File: config.mk
export PLATFORM = sky130hd
export DESIGN_NAME = frame_ctl_regs
export DESIGN_NICKNAME = d
export VERILOG_FILES = /design/src/rtl/frc_pkg.sv /design/src/rtl/frc_decode.sv /design/src/rtl/frc_bank.sv /design/src/rtl/frc_irq.sv /design/src/rtl/frame_ctl_regs.sv
export SDC_FILE = /design/constraint.sdc
export NUM_CORES = 1
export LEC_CHECK = 0
export ABC_AREA = 1
export CORE_ASPECT_RATIO = 0.8
export CORE_MARGIN = 2
export CORE_UTILIZATION = 55
export DETAILED_ROUTE_END_ITERATION = 10
export PLACE_DENSITY = 0.74
export SYNTH_ARGS = -nofsm -noshare
export SYNTH_HDL_FRONTEND = slang
export SYNTH_SLANG_ARGS = --single-unit
File: constraint.sdc
create_clock -name clk -period 4.21 [get_ports clk]
set_input_delay 0.842 -clock clk [delete_from_list [all_inputs] [get_ports clk]]
set_output_delay 0.842 -clock clk [all_outputs]
set_load 0.02 [all_outputs]
File: src/rtl/frc_pkg.sv
package frc_pkg;
    localparam int ADDR_W     = 5;
    localparam int DATA_W     = 8;
    localparam int BANK_DEPTH = 16;
    localparam int IDX_W      = $clog2(BANK_DEPTH);
    localparam int CTRL_IDX   = 0;
    localparam int STAT_IDX   = 1;
    localparam int IE_BIT     = 7;
    localparam int PEND_BIT   = 7;
    localparam logic [DATA_W-1:0] ID_BITS = 8'h61;

    typedef enum logic [1:0] {
        ACC_LOW  = 2'd0,
        ACC_STAT = 2'd1,
        ACC_BANK = 2'd2
    } acc_kind_e;

    typedef struct packed {
        acc_kind_e        kind;
        logic [IDX_W-1:0] idx;
        logic             wr;
        logic             rd;
    } frc_req_t;

    function automatic acc_kind_e classify(input logic [ADDR_W-1:0] a);
        if (!a[ADDR_W-1])
            return ACC_LOW;
        else if (a[IDX_W-1:0] == IDX_W'(STAT_IDX))
            return ACC_STAT;
        else
            return ACC_BANK;
    endfunction
endpackage

File: src/rtl/frc_decode.sv
module frc_decode
    import frc_pkg::*;
(
    input  logic              wr_en,
    input  logic              rd_en,
    input  logic [ADDR_W-1:0] addr,
    output frc_req_t          req
);
    always_comb begin
        req.kind = classify(addr);
        req.idx  = addr[IDX_W-1:0];
        req.wr   = wr_en;
        req.rd   = rd_en;
    end
endmodule

File: src/rtl/frc_bank.sv
module frc_bank
    import frc_pkg::*;
(
    input  logic              clk,
    input  logic              rst,
    input  frc_req_t          req,
    input  logic [DATA_W-1:0] wdata,
    output logic [DATA_W-1:0] rd_byte,
    output logic              ie
);
    logic [DATA_W-1:0] ent [BANK_DEPTH];

    for (genvar g = 0; g < BANK_DEPTH; g++) begin : g_ent
        if (g == STAT_IDX) begin : g_hole
            // status lives in the interrupt unit; no storage here
            assign ent[g] = '0;
        end else begin : g_byte
            always_ff @(posedge clk) begin
                if (rst)
                    ent[g] <= '0;
                else if (req.wr && req.kind == ACC_BANK && req.idx == IDX_W'(g))
                    ent[g] <= wdata;
            end
        end
    end

    assign rd_byte = ent[req.idx];
    assign ie      = ent[CTRL_IDX][IE_BIT];
endmodule

File: src/rtl/frc_irq.sv
module frc_irq (
    input  logic clk,
    input  logic rst,
    input  logic frame_end,
    input  logic ie,
    input  logic ack,
    output logic pend
);
    logic set_now;
    assign set_now = frame_end && ie;

    always_ff @(posedge clk) begin
        if (rst)
            pend <= 1'b0;
        else if (set_now)
            pend <= 1'b1;
        else if (ack)
            pend <= 1'b0;
    end
endmodule

File: src/rtl/frame_ctl_regs.sv
module frame_ctl_regs
    import frc_pkg::*;
(
    input  logic              clk,
    input  logic              rst,
    input  logic              host_wr,
    input  logic              host_rd,
    input  logic [ADDR_W-1:0] host_addr,
    input  logic [DATA_W-1:0] host_wdata,
    output logic [DATA_W-1:0] host_rdata,
    output logic              host_rvalid,
    input  logic              frame_end,
    output logic              irq
);
    frc_req_t          req;
    logic [DATA_W-1:0] bank_byte;
    logic [DATA_W-1:0] stat_byte;
    logic [DATA_W-1:0] rd_mux;
    logic              ctrl_ie;
    logic              pend;
    logic              ack;

    frc_decode u_dec (
        .wr_en (host_wr),
        .rd_en (host_rd),
        .addr  (host_addr),
        .req   (req)
    );

    frc_bank u_bank (
        .clk     (clk),
        .rst     (rst),
        .req     (req),
        .wdata   (host_wdata),
        .rd_byte (bank_byte),
        .ie      (ctrl_ie)
    );

    assign ack = req.wr && req.kind == ACC_STAT;

    frc_irq u_irq (
        .clk       (clk),
        .rst       (rst),
        .frame_end (frame_end),
        .ie        (ctrl_ie),
        .ack       (ack),
        .pend      (pend)
    );

    always_comb begin
        stat_byte           = ID_BITS;
        stat_byte[PEND_BIT] = pend;
        unique case (req.kind)
            ACC_STAT: rd_mux = stat_byte;
            ACC_BANK: rd_mux = bank_byte;
            default:  rd_mux = '0;
        endcase
    end

    always_ff @(posedge clk) begin
        if (rst) begin
            host_rdata  <= '0;
            host_rvalid <= 1'b0;
        end else begin
            host_rvalid <= req.rd;
            if (req.rd)
                host_rdata <= rd_mux;
        end
    end

    assign irq = pend;
endmodule

==> results.ini <==
[setup_path]
r2r_end=host_rdata[5]$_SDFFE_PP0P_
rr_worst_depth=8
critPathMaxStageDelay_ns=0.44
cp_slowest_cell=clkdlybuf4s50_1
critPathRequiredTime_ns=4.52
cp_max_fo=30
cp_cell_sequence=clkdlybuf4s50_1 > buf_4 > inv_2 > nand2_1 > nor2_4 > inv_1 > nor2_4 > inv_1 > nor2_1 > nor2_1
crit_family=buffers and inverters
critical_path_class=input port to register
crit_path_end_kind=register
path_buf_inv=5
r2r-start=u_bank.ent[85]$_SDFFE_PP0P_
cp_data_arrival_time_ns=3.21
reg2reg_slack_ns=2.97
critPathLaunchType=input port

[cts]
cts_root_buffer=clkbuf_16
clk_pin_slew_ns=0.05
htreeDepth=4
cts_tree=built
worstSkewPairLatency_ns=0.42
cts_resized=0
clkSinkCount=130
cts_hold_buf=0
cts_buffers=17
clock_path_buffers=2
cts_setup_buffers=0

[floorplanning]
start_util=0.5712
die_y_um=96.79
die_area_mm2=0.01161
ios=28
rows=33
core-area_mm2=0.01036
die_w_um=120.0

[sta]
rsz0062_at_grt=false
period_minus_slack_ns=2.901
maxSlewViolCount=0
finalHoldViolCount=0
fin_crit_sh=0.6890
max_slew_margin=0.3023
fin_skew_ns=0.009454
tightestPinTransition_ns=1.043
fmax_ghz=0.3447
setup_violations=0
tns_ns=0

[cells_and_area]
antennaDiodeCount=0
drive_gt1_frac=0.06250
fillers=923
nets=933
syn_to_final_growth_pct=14.80

[placement]
hpwl_um=10760
gp_congestion=0.8440
io_buffers=27

[synthesis]
syn-cell-area_mm2=0.005919
synthSimpleGateAreaFrac=0.3661
synth-compound-area-share=0.1334
syn-num-nets=932
yosys.area.top_type_share=0.4397
synth_top_area_cell=dfxtp_1
ys_seq_area_frac=0.4397
synth_top_family_by_area=simple AND/OR/NAND/NOR gates
yosys-top-cells-area=dfxtp_1, nand2_1, nor2_1
avgSynthCellArea_um2=6.476
synth-xor-area-share=0
yosys_warnings=0
ys_types=18
yosys-mux-area-fraction=0
ys_ff_latch=130
syn_inst=914
synth_adder_area_share=0

[pwr]
power_frac_seq=0.423
intPower_mw=2.277
clkPwrFrac=0.518
power.leakage_nw=2.855
worst_ir_drop_vdd_uv=330.8
comb_power_share=0.059
power.switching_uw=683.4
swShare=0.2308
power_per_cell_area_mw_per_mm2=435.7
power.total_mw=2.961

[route]
post-route-drc-count=0
postRouteAntennaNets=0
drtIter0Drc=655
routed_wl_um=17450
avgViaCountPerCell=5.596
dr.pass1.iters=5
routedWlPerCell_um=16.34
vias=5976

[global_route]
grt_pass1_wl_um=28150
first_global_vias=5536
grt_overflow=0
grt_usage=0.3076
antenna_found_initial=0
grt_max_degree=51

[worst_hold_path]
hold_path_depth=2
min_to=u_bank.ent[94]$_SDFFE_PP0P_
hp-class=register to register
min-delay-start=u_bank.ent[94]$_SDFFE_PP0P_

[outcome]
status=finished, final reports clean

[job]
drv_cap=0

per-layer routing:
layer	GRT usage	part of all wire	vias up
met5	0.02679	0.0019	-
met4	0.1122	0.022	2
met3	0.07134	0.088	38
met1	0.4153	0.42	2755
li1	-	-	2908
met2	0.4781	0.46	273
cell families (layout without fill, tap and decap cells):
| kind of cell | count (synthesis) | in the layout |
|---|---|---|
| AND/OR/NAND/NOR | 542 | 542 |
| AO/OA/AOI/OAI | 157 | 157 |
| flip-flops | 130 | 130 |
| buffers and inverters | 85 | 99 |
power by group through the flow:
stage | clock network [mW] | logic, mW | registers [mW]
3_3_place_gp | 0 | 0.165 | 1.28
5_1_grt | 1.59 | 0.190 | 1.25
2_1_floorplan | 0 | 0.110 | 1.28
6_report | 1.53 | 0.176 | 1.25
3_5_place_dp | 0 | 0.169 | 1.28
4_1_cts | 1.54 | 0.170 | 1.25
cell usage after synthesis:
cell      count
inv_1        22
nand3_1      64
a32oi_1       1
buf_6         1
dfxtp_1     130
clkbuf_1     29
nor2_2        7
buf_2        18
nor2_1      148
nand2_1     319
nor3_4        1
clkinv_1      2
inv_2         8
o21ai_0      99
buf_4         3
buf_1         2
a21oi_1      57
nor2_4        3
area by class of cell:
type	count	area, um^2	area share
clock buffer	23	488.0	0.07181
inverter	32	120.1	0.01768
clock inverter	9	127.6	0.01878
timing repair buffer	35	325.3	0.04787
multi-input combinational	699	2957	0.4351
sequential	130	2603	0.3830
tap	140	175.2	0.02578
worst max-delay path by stage:
stage | startpoint | endpoint | slack (ns) | cells after the start
floorplan | host_addr[0] | u_bank.ent[59]$_SDFFE_PP0P_ | 2.28 | 8
global placement | host_addr[1] | u_bank.ent[80]$_SDFFE_PP0P_ | 1.12 | 10
detailed placement | host_addr[1] | u_bank.ent[80]$_SDFFE_PP0P_ | 1.0 | 10
CTS | host_addr[1] | u_bank.ent[85]$_SDFFE_PP0P_ | 1.37 | 10
global route | host_addr[1] | u_bank.ent[85]$_SDFFE_PP0P_ | 1.16 | 10
finish | host_addr[1] | u_bank.ent[85]$_SDFFE_PP0P_ | 1.31 | 10
per-stage QoR:
step	area (um^2)	setup WS (ns)	utilization	hold slack [ns]	cells
5_1_grt	6795	1.162	0.6557	0.4659	1068
3_5_place_dp	6180	0.9970	0.5963	0.4374	1036
4_1_cts	6795	1.372	0.6557	0.4457	1068
3_3_place_gp	6180	1.122	0.5963	0.4377	1036
2_1_floorplan	5919	2.275	-	0.4244	914
6_report	6795	1.309	0.6557	0.4503	1068
tightest hold or removal path, stage by stage (launching register included):
cell and delay [ns]:
dfxtp_1 0.29, inv_1 0.05, a21oi_1 0.05
flip-flops by register name (all words and copies together) (netlist names):
name         cells
host_rdata       8
u_bank.ent     119
host_rvalid      1
u_irq.pend       1
u_bank.ie        1
layout by cell type (no fill, tap or decap):
cell,count
a21oi_1,57
a32oi_1,1
buf_2,1
buf_4,8
bufinv_16,3
clkbuf_1,2
clkbuf_16,17
clkbuf_8,4
clkdlybuf4s50_1,26
clkinv_1,2
clkinv_2,3
clkinvlp_4,3
dfxtp_1,130
inv_1,22
inv_2,8
nand2_1,319
nand3_1,64
nor2_1,148
nor2_2,7
nor2_4,3
nor3_4,1
o21ai_0,99
Power figures use the tool's default switching activity.
